`config.mk`:
```
export PLATFORM = sky130hd
export DESIGN_NAME = rc_frame_decoder
export DESIGN_NICKNAME = d
export VERILOG_FILES = /design/src/rtl/rcdec_pkg.sv /design/src/rtl/rcdec_ctrl.sv /design/src/rtl/rcdec_dp.sv /design/src/rtl/rc_frame_decoder.sv
export SDC_FILE = /design/constraint.sdc
export NUM_CORES = 1
export LEC_CHECK = 0
export BUFFER_PORTS_ARGS = -buffer_cell sky130_fd_sc_hd__buf_2
export CAP_MARGIN = 15
export CORE_ASPECT_RATIO = 1.4
export CORE_MARGIN = 1
export CORE_UTILIZATION = 50
export DETAILED_ROUTE_END_ITERATION = 8
export PLACE_DENSITY = 0.7
export SYNTH_ARGS = -nofsm -noshare
export SYNTH_HDL_FRONTEND = slang
export SYNTH_HIERARCHICAL = 1
export SYNTH_SLANG_ARGS = --single-unit
```
`constraint.sdc`:
```
create_clock -name clk -period 3.5 [get_ports clk]
set_input_delay 0.7 -clock clk [delete_from_list [all_inputs] [get_ports clk]]
set_output_delay 0.7 -clock clk [all_outputs]
set_load 0.01 [all_outputs]
```
`src/rtl/rcdec_pkg.sv`:
```
package rcdec_pkg;
  localparam int WORD_W     = 10;
  localparam int NUM_WORDS  = 9;
  localparam int NUM_CH     = 8;
  localparam int ABS_N      = NUM_CH / 2;
  localparam int DELTA_W    = 5;
  localparam int DELTA_PER  = WORD_W / DELTA_W;
  localparam int DATA_WORDS = 1 + ABS_N + ABS_N / DELTA_PER;
  localparam int SYNC_W     = 16;
  localparam logic [SYNC_W-1:0] SYNC_PAT = 16'hF0F0;
  localparam logic [WORD_W-1:0] CRC_POLY = 10'h233;
  localparam int CNT_W      = $clog2(NUM_WORDS + 1);
  localparam int SUM_W      = WORD_W + 8;

  typedef struct packed {
    logic             syncShift;
    logic             frameStart;
    logic             dataBit;
    logic             crcBit;
    logic             wordEnd;
    logic [CNT_W-1:0] wordIdx;
    logic             frameEnd;
  } ctl_t;
endpackage

```
`src/rtl/rcdec_ctrl.sv`:
```
module rcdec_ctrl
  import rcdec_pkg::*;
(
  input  logic clk,
  input  logic rstN,
  input  logic bitStb,
  input  logic syncHit,
  output ctl_t ctl
);
  typedef enum logic { HUNT, GATHER } state_t;
  state_t state;
  logic [CNT_W-1:0] bitCnt;
  logic [CNT_W-1:0] wordCnt;

  always_comb begin
    ctl = '0;
    ctl.wordIdx = wordCnt;
    if (bitStb) begin
      if (state == HUNT) begin
        ctl.syncShift  = 1'b1;
        ctl.frameStart = syncHit;
      end else begin
        ctl.dataBit  = 1'b1;
        ctl.crcBit   = (wordCnt < CNT_W'(DATA_WORDS));
        ctl.wordEnd  = (bitCnt == CNT_W'(WORD_W - 1));
        ctl.frameEnd = ctl.wordEnd && (wordCnt == CNT_W'(NUM_WORDS - 1));
      end
    end
  end

  always_ff @(posedge clk) begin
    if (!rstN) begin
      state   <= HUNT;
      bitCnt  <= '0;
      wordCnt <= '0;
    end else if (ctl.frameStart) begin
      state   <= GATHER;
      bitCnt  <= '0;
      wordCnt <= '0;
    end else if (ctl.dataBit) begin
      if (ctl.wordEnd) begin
        bitCnt <= '0;
        if (ctl.frameEnd) state <= HUNT;
        else wordCnt <= wordCnt + 1'b1;
      end else begin
        bitCnt <= bitCnt + 1'b1;
      end
    end
  end
endmodule

```
`src/rtl/rcdec_dp.sv`:
```
module rcdec_dp
  import rcdec_pkg::*;
#(
  parameter logic [WORD_W-1:0] RESET_VAL = 10'd512
) (
  input  logic                           clk,
  input  logic                           rstN,
  input  logic                           bitIn,
  input  ctl_t                           ctl,
  output logic                           syncHit,
  output logic [NUM_CH-1:0][WORD_W-1:0]  chanVals,
  output logic [NUM_CH-1:0]              switches,
  output logic                           failsafe,
  output logic                           frameOk,
  output logic                           frameErr
);
  localparam logic [SUM_W-1:0] MAX_VAL = SUM_W'((1 << WORD_W) - 1);

  logic [SYNC_W-1:0] syncSh, syncNext;
  logic [WORD_W-1:0] wordSh, wordNext, crc, crcNext;
  logic [WORD_W-1:0] words [0:DATA_WORDS];
  logic [NUM_CH-1:0][WORD_W-1:0] chanNext;
  logic crcPass, oddSub;

  function automatic logic [WORD_W-1:0] applyDelta(input logic [WORD_W-1:0] old,
                                                   input logic [DELTA_W-1:0] d);
    logic [SUM_W-1:0] base, mag, sum;
    logic [DELTA_W-2:0] k;
    k    = d[DELTA_W-2:0];
    base = SUM_W'(old);
    mag  = (k == '0) ? '0 : (SUM_W'(1) << (k - 1'b1));
    sum  = base + mag;
    if (d[DELTA_W-1]) return (base < mag) ? '0 : WORD_W'(base - mag);
    else              return (sum > MAX_VAL) ? WORD_W'(MAX_VAL) : WORD_W'(sum);
  endfunction

  assign syncNext = {syncSh[SYNC_W-2:0], bitIn};
  assign syncHit  = (syncNext == SYNC_PAT);
  assign wordNext = {wordSh[WORD_W-2:0], bitIn};
  assign crcNext  = {crc[WORD_W-2:0], 1'b0} ^ ((crc[WORD_W-1] ^ bitIn) ? CRC_POLY : '0);
  assign crcPass  = (words[DATA_WORDS] == crc) && (wordNext == ~crc);
  assign oddSub   = words[0][WORD_W-1];

  for (genvar c = 0; c < NUM_CH; c++) begin : g_ch
    localparam int  POS     = c % ABS_N;
    localparam bit  IS_HIGH = (c / ABS_N) == 1;
    localparam int  DWORD   = 1 + ABS_N + POS / DELTA_PER;
    localparam int  DLSB    = (DELTA_PER - 1 - POS % DELTA_PER) * DELTA_W;
    logic [DELTA_W-1:0] dField;
    assign dField = words[DWORD][DLSB +: DELTA_W];
    assign chanNext[c] = (oddSub == IS_HIGH) ? words[1 + POS]
                                             : applyDelta(chanVals[c], dField);
  end

  always_ff @(posedge clk) begin
    if (!rstN) begin
      syncSh <= '0;
      wordSh <= '0;
      crc    <= '1;
      for (int i = 0; i <= DATA_WORDS; i++) words[i] <= '0;
    end else begin
      if (ctl.frameStart)     syncSh <= '0;
      else if (ctl.syncShift) syncSh <= syncNext;
      if (ctl.dataBit) wordSh <= wordNext;
      if (ctl.frameStart)  crc <= '1;
      else if (ctl.crcBit) crc <= crcNext;
      if (ctl.wordEnd && ctl.wordIdx <= CNT_W'(DATA_WORDS))
        words[ctl.wordIdx[$clog2(DATA_WORDS+1)-1:0]] <= wordNext;
    end
  end

  always_ff @(posedge clk) begin
    if (!rstN) begin
      chanVals <= {NUM_CH{RESET_VAL}};
      switches <= '0;
      failsafe <= 1'b0;
      frameOk  <= 1'b0;
      frameErr <= 1'b0;
    end else begin
      frameOk  <= ctl.frameEnd && crcPass;
      frameErr <= ctl.frameEnd && !crcPass;
      if (ctl.frameEnd && crcPass) begin
        chanVals <= chanNext;
        switches <= words[0][NUM_CH-1:0];
        failsafe <= words[0][WORD_W-2];
      end
    end
  end
endmodule

```
`src/rtl/rc_frame_decoder.sv`:
```
module rc_frame_decoder
  import rcdec_pkg::*;
#(
  parameter logic [WORD_W-1:0] RESET_VAL = 10'd512
) (
  input  logic                          clk,
  input  logic                          rstN,
  input  logic                          bitIn,
  input  logic                          bitStb,
  output logic [NUM_CH-1:0][WORD_W-1:0] chanVals,
  output logic [NUM_CH-1:0]             switches,
  output logic                          failsafe,
  output logic                          frameOk,
  output logic                          frameErr
);
  ctl_t ctl;
  logic syncHit;

  rcdec_ctrl u_ctrl (
    .clk(clk), .rstN(rstN), .bitStb(bitStb), .syncHit(syncHit), .ctl(ctl)
  );

  rcdec_dp #(.RESET_VAL(RESET_VAL)) u_dp (
    .clk(clk), .rstN(rstN), .bitIn(bitIn), .ctl(ctl), .syncHit(syncHit),
    .chanVals(chanVals), .switches(switches), .failsafe(failsafe),
    .frameOk(frameOk), .frameErr(frameErr)
  );
endmodule

```
==> summary.txt <==
Die
  • I/O Pins: 95
  • Row count: 79
  • Die width: 159 um
  • Initial core utilization: 51.2%
  • Die area: 35100 um2
  • Core Footprint: 33500 um2
  • Die height: 221 um

Synthesis
  • Synth Flop Type: dfxtp_1
  • Ys Warns: 6
  • Post-Syn Nets: 2289
  • Main area contributors after synthesis: dfxtp_1, edfxtp_1, ha_1
  • Post-synth top area share: 15.6%
  • Register area share after synthesis: 29.6%
  • EDFF count, synth: 80
  • Ys async rst share: 0%
  • Cells after Synth: 2097
  • FF+latch count, synth: 214
  • Largest area contributor in the netlist: dfxtp_1
  • Library cells used by synthesis: 91
  • Mean post-synth cell area: 8.18 um2
  • Post-Syn Area: 17200 um2

Timing
  • Slew @ Worst Pin: 0.776 ns
  • Setup violations, final: 0
  • Hold slack: 0.455 ns
  • Final hold vios: 0
  • Post-Route Skew: 0.0275 ns
  • Period utilization: 97.1%
  • Pins Over Slew Limit: 0
  • Worst slew margin: 47.9%
  • FMAX: 294 MHz
  • Post-layout minimum cycle time: 3.40 ns

Placement
  • IO buf count: 94
  • Placed Cells: 2647
  • Final RePlAce weighted congestion: 0.935
  • Detailed Place HPWL: 39200 um

Hold path
  • Class of the worst hold path: reg2reg
  • Worst Hold Depth: 2
  • Hold Path Sink: u_dp/switches[7]
  • Critical hold path startpoint: u_dp/switches[7]

Setup path
  • Worst Setup End Kind: register
  • Worst R2R End: u_dp/chanVals[15]
  • Reg2reg start: u_dp/words[5][3]
  • CP max stage cell: edfxtp_1
  • CP cell instances: buf_4 > nor2b_2 > nand2_1 > ha_1 > o21ai_0 > o21ai_0 > a211oi_1 > buf_4 > o41ai_2 > buf_4 > and3_1 > o22ai_1 > o31ai_1
  • Worst reg-to-reg setup slack: 0.10 ns
  • R2R cell count: 13
  • WP data arrival: 3.87 ns
  • Data required, critical path: 3.97 ns
  • Crit path largest cell delay: 0.46 ns
  • CP Max Fanout: 5
  • Critical path class: reg2reg
  • Most frequent CP cell: buf_4
  • Critical path startpoint category: register

Power
  • PD cells: 299 nW/um2
  • Leakage: 8.65 nW
  • Peak VDD IR: 0.000410 V

Final layout
  • Ant diodes: 0
  • Layout Cells excl Fill: 2708
  • Register area: 5080 um2
  • Ratio of cells with drive above 1 in the final layout: 15.1%
  • Final #Nets: 2437
  • Fill cells: 3038
  • Area delta synth->final: 15.1%
  • Area of the multi-input gates: 11400 um2

Clocking
  • Clock latency on the worst-skew pair: 0.56 ns
  • CTS root buf: clkbuf_16
  • CTS tree: done
  • Num CTS Buffers: 24
  • Sink Count: 214
  • Clk buf depth: 3
  • CTS H-tree depth: 1
  • CTS clk-pin slew, worst paths: 0.06 ns

Global route
  • First-pass GRT wire length: 82600 um
  • Initial antenna violation count: 0
  • Total global routing track utilization: 29.8%
  • Grt ovf: 0
  • Vias in the first global route: 15800
  • Largest net degree at the start of global routing: 60

Outcome
  • Status: complete, no violations

Drt
  • Post-Route WL: 53500 um
  • Via/cell ratio: 6.10
  • Detailed-route wire length per cell: 19.7 um
  • Drt initial violations: 1162
  • DRT Pass-1 Iters: 5
  • DR DRC count: 0
  • Post-DRT Antenna Nets: 0
  • Vias: 16500

Flow run
  • Max-Cap Viols: 0
==> cell type report <==
| class | instances | area share [%] |
|---|---|---|
| Tap cell | 445 | 2.82 |
| Sequential cell | 214 | 25.7 |
| Clock inverter | 15 | 0.570 |
| Clock buffer | 29 | 3.14 |
| Multi-Input combinational cell | 1658 | 57.8 |
| Inverter | 118 | 2.24 |
| Timing Repair Buffer | 229 | 7.66 |
==> critical path: cells and delay by family (launching register included) <==
family                   cells  cell delay, ns
buffers and inverters        3            0.59
adder cells (fa/ha/maj)      1            0.36
AND/OR/NAND/NOR              3            0.49
flip-flops                   1            0.46
AO/OA/AOI/OAI                6            1.41
==> synth_stat cells (9+ instances only) <==
library cell  instances
and2_1               90
a211oi_1             17
nand3b_1              9
nand2b_1             50
xor2_1               21
mux2i_1              38
o22ai_1              16
clkbuf_1             84
o21a_1               30
o221ai_1             21
o31ai_1              16
nand2_1             208
a21oi_1             127
o211ai_1             14
inv_1               113
o21bai_1             13
buf_2                19
xnor2_1              32
or4_1                12
nor3_1               54
o21ai_0             162
nand3_1              46
o31a_1               12
a21o_1               29
o21ai_1               9
nor2b_1              43
ha_1                172
and3_1               16
a221oi_1             14
dfxtp_1             134
nor2_1              168
fa_1                 16
or3_1                20
edfxtp_1             80
a31oi_1              18
==> cell families after synthesis <==
kind of cell / share of synthesized area, %
and+or+nand+nor: 22.6
AOI/OAI and AO/OA: 23.3
buffers and inverters: 5.13
DFF: 29.6
adders and majority gates: 14.4
xor gates and xnor gates: 2.70
muxes: 2.22
==> stage by stage <==
| step | instance area (um2) | setup slack, ns | total power [mW] | utilization, % | setup TNS, ns |
|---|---|---|---|---|---|
| finish | 19800 | 0.101 | 5.90 | 58.9 | 0 |
| global placement | 18700 | -0.0189 | 3.47 | 55.8 | -0.0333 |
| CTS | 19400 | -0.0150 | 5.90 | 58.0 | -0.0150 |
| detailed placement | 18700 | -0.0654 | 3.49 | 55.8 | -0.400 |
| global route | 19800 | -0.0617 | 6.11 | 58.9 | -0.261 |
| floorplan | 17200 | 0.103 | 3.24 | - | 0 |
==> worst max-delay path by stage <==
| stage | startpoint | to | slack [ns] | depth (start not counted) |
|---|---|---|---|---|
| finish | u_dp/words[5][3] | u_dp/chanVals[15] | 0.10 | 13 |
| global route | u_dp/words[5][1] | u_dp/chanVals[15] | -0.06 | 15 |
| CTS | u_dp/words[6][5] | u_dp/chanVals[25] | -0.01 | 13 |
| detailed placement | u_dp/words[6][3] | u_dp/chanVals[34] | -0.07 | 11 |
| global placement | u_dp/words[5][6] | u_dp/chanVals[3] | -0.02 | 13 |
| floorplan | u_dp/words[5][8] | u_dp/chanVals[3] | 0.10 | 14 |
==> timing repair <==
action,CTS,global route
endpoints found under the setup margin,15,63
hold buffers,0,0
cloned,0,1
buffers inserted,1,15
pin swaps,1,7
gates resized for setup,2,48
==> where the power goes <==
part	internal [mW]	total (mW)	leakage (nW)	switching, mW
registers	2.63	2.68	1.84	0.0517
logic	0.319	0.808	6.46	0.489
clock network	1.29	2.42	0.351	1.13
==> state kept, by name (all words and copies together), names as in the netlist <==
signal,cells
u_dp/frameErr,1
u_dp/chanVals,80
u_ctrl/bitCnt,4
u_dp/frameOk,1
u_ctrl/wordCnt,4
u_dp/syncSh,15
u_dp/words,80
u_ctrl/state,1
u_dp/failsafe,1
u_dp/wordSh,9
u_dp/switches,8
u_dp/crc,10
==> metal layers <==
metal  global-route usage [%]  share of wire, %  vias up
met5                        0                 0        -
met4                     14.2               4.5        0
met3                     3.37               6.2      153
met2                     51.7                50      633
met1                     36.1                39     7895
li1                         -                 -     7848
==> layout by cell type (no fill, tap or decap), types with 11 or more instances in the layout <==
master       n
nor3_1      50
ha_1       168
and3_1      16
nor2_1     165
mux2i_1     38
o221ai_1    21
inv_1      111
a31oi_1     17
or3_1       20
o21ai_0    159
nand3_1     45
or4_1       12
edfxtp_1    80
and2_1      90
xnor2_1     32
nor2b_1     39
fa_1        15
nand2b_1    50
o31ai_1     15
a21o_1      29
o211ai_1    14
xor2_1      21
a211oi_1    13
o21bai_1    13
o22ai_1     16
dfxtp_1    134
o31a_1      12
clkbuf_16   24
o21a_1      30
nand2_1    206
buf_2       94
o21ai_1     11
a21oi_1    126
buf_4      132
(Power assumes the default switching activity.)
